===== src/rtl/gpio_mux_pkg.sv =====
// Shared encodings for the GPIO mode multiplexer.
// Assumes the global functions sit on the second pin of ports 0..3.
package gpio_mux_pkg;
    typedef enum logic [1:0] {
        PM_INPUT  = 2'b00,
        PM_ALARM  = 2'b01,
        PM_DRIVE0 = 2'b10,
        PM_DRIVE1 = 2'b11
    } pin_mode_e;

    localparam int GLB_COUNT   = 4;
    localparam int GLB_REF_OUT = 0;
    localparam int GLB_REF_IN  = 1;
    localparam int GLB_ERR_IN  = 2;
    localparam int GLB_PMU_IN  = 3;
endpackage


===== src/rtl/gpio_bit_sync.sv =====
// Multi-stage flop synchronizer for a vector of independent bits.
// Assumes each bit is asynchronous and that no bit-to-bit coherence is needed.
module gpio_bit_sync #(
    parameter int WIDTH  = 8,
    parameter int STAGES = 2
) (
    input  logic             clk,
    input  logic             rst_n,
    input  logic [WIDTH-1:0] d,
    output logic [WIDTH-1:0] q
);
    logic [WIDTH-1:0] stg [STAGES];

    // First stage captures the raw pad value.
    always_ff @(posedge clk) begin
        if (!rst_n) stg[0] <= '0;
        else        stg[0] <= d;
    end

    for (genvar i = 1; i < STAGES; i++) begin : g_stage
        // Later stages settle metastability.
        always_ff @(posedge clk) begin
            if (!rst_n) stg[i] <= '0;
            else        stg[i] <= stg[i-1];
        end
    end

    assign q = stg[STAGES-1];
endmodule


===== src/rtl/gpio_pin_ctrl.sv =====
// Output value and enable for one pin, registered.
// Assumes glb_sel is only ever set for a global-capable pin.
module gpio_pin_ctrl
    import gpio_mux_pkg::*;
#(
    parameter  int NUM_ALARMS = 16,
    localparam int SEL_W      = $clog2(NUM_ALARMS)
) (
    input  logic                  clk,
    input  logic                  rst_n,
    input  logic [1:0]            mode,
    input  logic [SEL_W-1:0]      alarm_sel,
    input  logic [NUM_ALARMS-1:0] alarms,
    input  logic                  port_dis,
    input  logic                  glb_sel,
    input  logic                  glb_drives,
    input  logic                  glb_val,
    output logic                  pad_out,
    output logic                  pad_oe
);
    pin_mode_e m;
    logic      nxt_out;
    logic      nxt_oe;

    assign m = pin_mode_e'(mode);

    // Pick the pad value: a global selection first, then the pin mode.
    always_comb begin
        nxt_out = 1'b0;
        nxt_oe  = 1'b0;
        if (glb_sel) begin
            nxt_out = glb_drives & glb_val;
            nxt_oe  = glb_drives;
        end else begin
            unique case (m)
                PM_INPUT:  begin nxt_out = 1'b0; nxt_oe = 1'b0; end
                PM_ALARM:  begin nxt_out = !port_dis && alarms[alarm_sel]; nxt_oe = 1'b1; end
                PM_DRIVE0: begin nxt_out = 1'b0; nxt_oe = 1'b1; end
                PM_DRIVE1: begin nxt_out = 1'b1; nxt_oe = 1'b1; end
                default:   begin nxt_out = 1'b0; nxt_oe = 1'b0; end
            endcase
        end
    end

    // Register the pad drive so the pad sees glitch-free levels.
    always_ff @(posedge clk) begin
        if (!rst_n) begin
            pad_out <= 1'b0;
            pad_oe  <= 1'b0;
        end else begin
            pad_out <= nxt_out;
            pad_oe  <= nxt_oe;
        end
    end
endmodule


===== src/rtl/gpio_glb_route.sv =====
// Maps the global enables onto pins and gates the global inputs to the core.
// Assumes global function g lives on pin index 2g+1 and that function 0 is the
// only one that drives out.
module gpio_glb_route
    import gpio_mux_pkg::*;
#(
    parameter int NUM_PINS = 8
) (
    input  logic [GLB_COUNT-1:0] glb_en,
    input  logic [NUM_PINS-1:0]  pin_sync,
    output logic [NUM_PINS-1:0]  pin_glb_sel,
    output logic [NUM_PINS-1:0]  pin_glb_drives,
    output logic                 core_ref8k_in,
    output logic                 core_err_ins,
    output logic                 core_pm_update
);
    for (genvar p = 0; p < NUM_PINS; p++) begin : g_pin
        if ((p % 2 == 1) && (p / 2 < GLB_COUNT)) begin : g_cap
            assign pin_glb_sel[p]    = glb_en[p/2];
            assign pin_glb_drives[p] = (p / 2 == GLB_REF_OUT);
        end else begin : g_plain
            assign pin_glb_sel[p]    = 1'b0;
            assign pin_glb_drives[p] = 1'b0;
        end
    end

    // Unselected global inputs reach the core as zero.
    assign core_ref8k_in  = glb_en[GLB_REF_IN] & pin_sync[2*GLB_REF_IN+1];
    assign core_err_ins   = glb_en[GLB_ERR_IN] & pin_sync[2*GLB_ERR_IN+1];
    assign core_pm_update = glb_en[GLB_PMU_IN] & pin_sync[2*GLB_PMU_IN+1];
endmodule


===== src/rtl/gpio_mode_mux.sv =====
// Top level: per-pin drive control, input synchronizers and global routing.
// Assumes NUM_PORTS is at least 4 so that every global pin exists.
module gpio_mode_mux
    import gpio_mux_pkg::*;
#(
    parameter  int NUM_PORTS   = 4,
    parameter  int NUM_ALARMS  = 16,
    parameter  int SYNC_STAGES = 2,
    localparam int PINS_PER_PORT = 2,
    localparam int NUM_PINS    = NUM_PORTS * PINS_PER_PORT,
    localparam int SEL_W       = $clog2(NUM_ALARMS)
) (
    input  logic                            clk,
    input  logic                            rst_n,
    input  logic [2*NUM_PINS-1:0]           cfg_mode,
    input  logic [SEL_W*NUM_PINS-1:0]       cfg_alarm_sel,
    input  logic [GLB_COUNT-1:0]            cfg_glb_en,
    input  logic [NUM_PORTS-1:0]            port_disabled,
    input  logic [NUM_PORTS*NUM_ALARMS-1:0] port_alarms,
    input  logic                            ref8k_core,
    input  logic [NUM_PINS-1:0]             pin_in,
    output logic [NUM_PINS-1:0]             pin_out,
    output logic [NUM_PINS-1:0]             pin_oe,
    output logic [NUM_PINS-1:0]             pin_rd,
    output logic                            core_ref8k_in,
    output logic                            core_err_ins,
    output logic                            core_pm_update
);
    logic [NUM_PINS-1:0] pin_sync;
    logic [NUM_PINS-1:0] glb_sel;
    logic [NUM_PINS-1:0] glb_drives;

    gpio_bit_sync #(.WIDTH(NUM_PINS), .STAGES(SYNC_STAGES)) u_sync (
        .clk   (clk),
        .rst_n (rst_n),
        .d     (pin_in),
        .q     (pin_sync)
    );

    assign pin_rd = pin_sync;

    gpio_glb_route #(.NUM_PINS(NUM_PINS)) u_route (
        .glb_en         (cfg_glb_en),
        .pin_sync       (pin_sync),
        .pin_glb_sel    (glb_sel),
        .pin_glb_drives (glb_drives),
        .core_ref8k_in  (core_ref8k_in),
        .core_err_ins   (core_err_ins),
        .core_pm_update (core_pm_update)
    );

    for (genvar p = 0; p < NUM_PINS; p++) begin : g_pin
        localparam int PORT = p / PINS_PER_PORT;
        gpio_pin_ctrl #(.NUM_ALARMS(NUM_ALARMS)) u_pin (
            .clk        (clk),
            .rst_n      (rst_n),
            .mode       (cfg_mode[2*p +: 2]),
            .alarm_sel  (cfg_alarm_sel[SEL_W*p +: SEL_W]),
            .alarms     (port_alarms[NUM_ALARMS*PORT +: NUM_ALARMS]),
            .port_dis   (port_disabled[PORT]),
            .glb_sel    (glb_sel[p]),
            .glb_drives (glb_drives[p]),
            .glb_val    (ref8k_core),
            .pad_out    (pin_out[p]),
            .pad_oe     (pin_oe[p])
        );
    end
endmodule


===== config.mk =====
export PLATFORM = sky130hd
export DESIGN_NAME = gpio_mode_mux
export DESIGN_NICKNAME = d
export VERILOG_FILES = /design/src/rtl/gpio_mux_pkg.sv /design/src/rtl/gpio_bit_sync.sv /design/src/rtl/gpio_pin_ctrl.sv /design/src/rtl/gpio_glb_route.sv /design/src/rtl/gpio_mode_mux.sv
export SDC_FILE = /design/constraint.sdc
export NUM_CORES = 1
export LEC_CHECK = 0
export BUFFER_PORTS_ARGS = -buffer_cell sky130_fd_sc_hd__buf_2
export CAP_MARGIN = 20
export CELL_PAD_IN_SITES_DETAIL_PLACEMENT = 1
export CELL_PAD_IN_SITES_GLOBAL_PLACEMENT = 2
export CORE_MARGIN = 2
export CORE_UTILIZATION = 26
export CTS_CLUSTER_DIAMETER = 50
export DETAILED_ROUTE_END_ITERATION = 8
export PLACE_DENSITY = 0.94
export SYNTH_ARGS = -nofsm -noshare
export SYNTH_HDL_FRONTEND = slang
export SYNTH_HIERARCHICAL = 1
export SYNTH_SLANG_ARGS = --single-unit

===== constraint.sdc =====
create_clock -name clk -period 3.2 [get_ports clk]
set_clock_uncertainty 0.2 [all_clocks]
set_input_delay 0.32 -clock clk [delete_from_list [all_inputs] [get_ports clk]]
set_output_delay 0.32 -clock clk [all_outputs]
set_load 0.005 [all_outputs]

## After elaboration in Yosys (flattened, before gate mapping)

Memories as Yosys holds them, arrays and structs flattened.
Cells that the tools add are included.

| word-level totals | value |
|---|---|
| memories | 1 |
| input bits | 131 |
| flip-flop bits (word level) | 16 |
| RAM bits | 16 |

| operators by class | value |
|---|---|
| bitwise gates (word level) | 6 |
| $lt $le $gt $ge | 8 |
| equal/unequal tests | 24 |
| reduce and logical (&&, ||, !) cells | 39 |
| muxes and demuxes | 38 |

Memories:

| name | depth | width | read ports | clocked after memory_dff | write ports | line | source |
|---|---|---|---|---|---|---|---|
| u_sync.stg | 2 | 8 | 2 | 0 | 2 | gpio_bit_sync.sv:12 | `logic [WIDTH-1:0] stg [STAGES];` |

Operators by type and width:

| operator | number |
|---|---|
| 4-bit by 5-bit less-than comparator with 1-bit output (second input constant) | 8 |
| 1-bit binary-select mux with 4-bit select | 8 |
| 2-bit equality test (second input constant) | 16 |
| 1-bit case mux with 3 select lines | 8 |
| 3-bit OR reduction | 8 |
| 2-bit OR reduction | 11 |
| 2-bit by 1-bit equality test with 1-bit output (second input constant) | 8 |
| 2-bit zero test | 8 |
| 8-bit 2-to-1 mux | 2 |
| 1-bit case mux with 2 select lines | 8 |
| 1-bit 2-to-1 mux | 12 |
| 1-bit logical AND | 8 |
| 1-bit zero test | 4 |
| 1-bit AND | 3 |
| 1-bit OR | 2 |
| 1-bit NOT | 1 |

## Logic depth before layout (Yosys ltp)

| logic depth | value |
|---|---|
| word-level depth | 5 |
| gate-level depth with buffers | 5 |
| depth with buffers taken out | 4 |

## Hierarchy

The synthesis kept the hierarchy.

Modules (own cells, without submodules):

| module | area each (um^2) | cells each | times used |
|---|---|---|---|
| gpio_pin_ctrl (g_pin[0].u_pin ...) | 267.8 | 28 | 4 |
| gpio_pin_ctrl (g_pin[4].u_pin ...) | 250.2 | 26 | 4 |
| gpio_bit_sync | 446.7 | 33 | 1 |
| gpio_glb_route | 146.4 | 21 | 1 |

## Worst setup path before layout

Ideal clock, no wire load.

| timing path | value |
|---|---|
| path type | input-to-reg |
| start point | input port cfg_glb_en[0] |
| end point | register g_pin[1].u_pin.pad_out |
| setup time | 0.073 ns |
| stages | 5 |
| setup slack | 1.558 ns |
| arrival time | 1.369 ns |
| data required time | 2.927 ns |
| cell sequence | buf_4 and4bb_2 nand2b_2 or4_1 o211ai_2 |

| on the way | value |
|---|---|
| cells in the longest elaborated chain, start to end | 1 |

Ends and longest elaborated chain:

| item | line | source |
|---|---|---|
| from (decl) | gpio_mode_mux.sv:17 | `input logic [GLB_COUNT-1:0] cfg_glb_en,` |
| 1-bit 2-to-1 mux | gpio_pin_ctrl.sv:31 | `if (glb_sel) begin` |
| to (signal assigned) | gpio_pin_ctrl.sv:51 | `pad_out <= nxt_out;` |
| to (decl) | gpio_pin_ctrl.sv:18 | `output logic pad_out,` |

No other way between the ends.
A chain may end at the register's enable or synchronous reset.

==> flow_metrics.env <==
export IMPL_status="finished clean"
export IMPL_insertion_delay_ps=280
export IMPL_seq_area_um2=641
export IMPL_rsz0062_at_grt="no"
export IMPL_reg2reg_to="u_sync/stg[1][7]"
export IMPL_multi_input_area_mm2=0.00188
export IMPL_ys_seq_elements=32
export IMPL_fmax_mhz=567
export IMPL_critPathLaunchType="primary input"
export IMPL_gp_congestion=0.824
export IMPL_grt_busiest_layer="met2"
export IMPL_viasPerCell=4.76
export IMPL_grt_pass1_vias=2784
export IMPL_clk_pin_slew_worst_paths_ps=80
export IMPL_grtUsageTotal_pct=14.5
export IMPL_critical_path_max_stage_delay_ps=530
export IMPL_finalSetupViolCount=0
export IMPL_nNetsFinal=551
export IMPL_r2r_cells=1
export IMPL_avgSynthCellArea_um2=9.87
export IMPL_grt_use_met1_pct=16.6
export IMPL_yosysWarningCount=6
export IMPL_end_kind="register"
export IMPL_layout_commonest_cell="buf_2"
export IMPL_die_area_mm2=0.0111
export IMPL_worstPathArrival_ps=1780
export IMPL_io_pin_count=158
export IMPL_antenna_cells=0
export IMPL_path_cells="buf_2, and4bb_2, nand2b_2, or4_1, o211ai_2"
export IMPL_min_period_ps=1760
export IMPL_synth_area_mm2=0.00267
export IMPL_regToRegSetupSlack_ps=2430
export IMPL_timing_worst_setup_path_type="primary input to register"
export IMPL_gr_total_overflow=0
export IMPL_cts_setup_buffers=0
export IMPL_r2r_start="u_sync/stg[0][7]"
export IMPL_port_buffers=157
export IMPL_numClockSinks=32
export IMPL_initial_core_util_pct=27.0
export IMPL_tightest_slew_ps=536
export IMPL_antenna_left=0
export IMPL_critical_path_required_ps=3210
export IMPL_grt_pass1_wl_mm=13.3
export IMPL_cts_buffers=5
export IMPL_stdcell_count=554
export IMPL_final_period_utilization_pct=55.1
export IMPL_routed_wl_mm=8.15
export IMPL_final_core_util_pct=36.6
export IMPL_hold_buffers=0
export IMPL_grt_max_degree=37
export IMPL_h_tree_depth=2
export IMPL_final_hold_viol_count=0
export IMPL_die_x_um=105
export IMPL_met2_usage_pct=27.9
export IMPL_slowest_stage="or4_1"
export IMPL_dr_pass1_iters=4
export IMPL_holdPathEnd="u_sync/stg[0][6]"
export IMPL_final_max_slew_violation_count=0
export IMPL_num_rows=36
export IMPL_powerDensity_mw_per_mm2=321
export IMPL_area_delta_synth_final_pct=35.4
export IMPL_dp_hpwl_mm=7.01
export IMPL_cts_resized=0
export IMPL_finalSetupTns_ps=0
export IMPL_p_leak_nw=1.72
export IMPL_holdCritStartpoint="pin_in[6]"
export IMPL_core_area_mm2=0.00986
export IMPL_cts_tree="yes"
export IMPL_drive_above_1_share_pct=48.9
export IMPL_vias=2635
export IMPL_yosysSeqAreaShare_pct=24.0
export IMPL_gr_usage_met3_pct=3.15
export IMPL_power_mw=1.16
export IMPL_n_fill_cell=1195
export IMPL_holdPathStages=2
export IMPL_placedCellCount=546
export IMPL_dieHeight_um=105
export IMPL_drv_cap=0
export IMPL_relSlewSlack_pct=64.2
export IMPL_clockRootBuffer="clkbuf_8"
export IMPL_drt_iter0_markers=86
export IMPL_synthCells=270
export IMPL_drc=0
export IMPL_final_cell_mix="buf_2 (157), nand2_1 (32), mux2i_1 (32), dfxtp_1 (32)"
export IMPL_peakVddDrop_mv=0.185
export IMPL_synth_cell_types=30
export IMPL_worstHoldPathType="primary input to register"
export IMPL_crit_fanout=36
export IMPL_wl_per_cell_um=14.7
export IMPL_cts_max_path_buffers=2
export IMPL_antenna_found_initial=0
flip-flops by register name (all words and copies together), names as in the netlist:
signal / cells
u_sync/stg: 16
g_pin.u_pin/pad_out: 8
g_pin.u_pin/pad_oe: 8
stage by stage:
stage	area, um2	setup slack (ps)	hold WS (ps)
CTS	3610	1400	50.4
global route	3610	1310	47.2
global placement	3480	1140	221
floorplan	2700	1560	212
detailed placement	3480	1090	221
finish	3610	1440	63.7
critical path: cells and delay by family:
| family | cells | cell delay (ps) |
|---|---|---|
| compound gates | 1 | 90 |
| buf+inv | 1 | 430 |
| simple gates | 3 | 930 |
per-layer routing:
metal / vias up / share of wire [%] / routed length [um]
met4: 0 / 0.20 / 16
met2: 92 / 52 / 4260
li1: 1304 / - / -
met5: - / 0 / 0
met3: 2 / 6.5 / 532
met1: 1237 / 41 / 3340
where the power goes:
| group | total [mW] | switching [mW] | leakage (nW) | internal, mW |
|---|---|---|---|---|
| Clock | 0.424 | 0.149 | 0.0645 | 0.275 |
| Sequential | 0.427 | 0.00529 | 0.265 | 0.422 |
| Combinational | 0.308 | 0.140 | 1.39 | 0.168 |
| Total | 1.16 | 0.294 | 1.72 | 0.864 |
logic make-up (layout without fill, tap and decap cells):
| group | Yosys count | after routing | synth area share [%] |
|---|---|---|---|
| buf+inv | 25 | 166 | 6.81 |
| other cells | 2 | 12 | 0.282 |
| compound gates | 36 | 36 | 10.9 |
| simple gates | 115 | 115 | 27.4 |
| flops | 32 | 32 | 24.0 |
| mux | 60 | 60 | 30.6 |
how the worst max path moves through the flow:
stage / depth (start not counted) / from / endpoint / slack, ps
after global placement: 5 / rst_n / g_pin[0].u_pin/pad_out / 1140
after CTS: 5 / rst_n / g_pin[2].u_pin/pad_out / 1400
after global routing: 5 / rst_n / g_pin[6].u_pin/pad_out / 1310
after detailed placement: 5 / rst_n / g_pin[1].u_pin/pad_out / 1090
final: 5 / rst_n / g_pin[1].u_pin/pad_out / 1440
after floorplan: 5 / cfg_glb_en[0] / g_pin[1].u_pin/pad_out / 1560
synthesized netlist by cell type:
library cell | instances | share of area, %
nand2b_1 | 12 | 2.8
nor2_1 | 4 | 0.56
mux4_1 | 12 | 12
o211ai_2 | 4 | 1.9
nor4bb_1 | 4 | 1.5
conb_1 | 2 | 0.28
and2_2 | 12 | 3.4
and4bb_2 | 4 | 1.9
a2111oi_0 | 4 | 1.3
nand2b_2 | 4 | 1.3
mux2i_1 | 32 | 12
or2b_1 | 4 | 1.1
nand2_1 | 32 | 4.5
o22ai_1 | 4 | 0.94
nand4b_1 | 4 | 1.3
o211ai_1 | 8 | 2.3
nor3b_1 | 4 | 1.1
and2_1 | 7 | 1.6
nand3_1 | 8 | 1.5
mux2_1 | 4 | 1.7
buf_4 | 20 | 5.6
or4_1 | 4 | 1.1
nand3b_1 | 8 | 2.3
dfxtp_1 | 32 | 24
o21ai_0 | 8 | 1.5
buf_2 | 4 | 0.75
o311a_1 | 8 | 3.0
mux2_2 | 12 | 5.1
and2b_2 | 4 | 1.3
buf_6 | 1 | 0.42
area by class of cell:
class	count	area share, %
well taps	133	4.61
clock inverters	1	0.832
flip-flops and latches	32	17.8
clock buffers	7	2.67
repair buffers	158	22.0
multi-input cells	223	52.1
No activity file was read; power rests on OpenSTA's default activity.
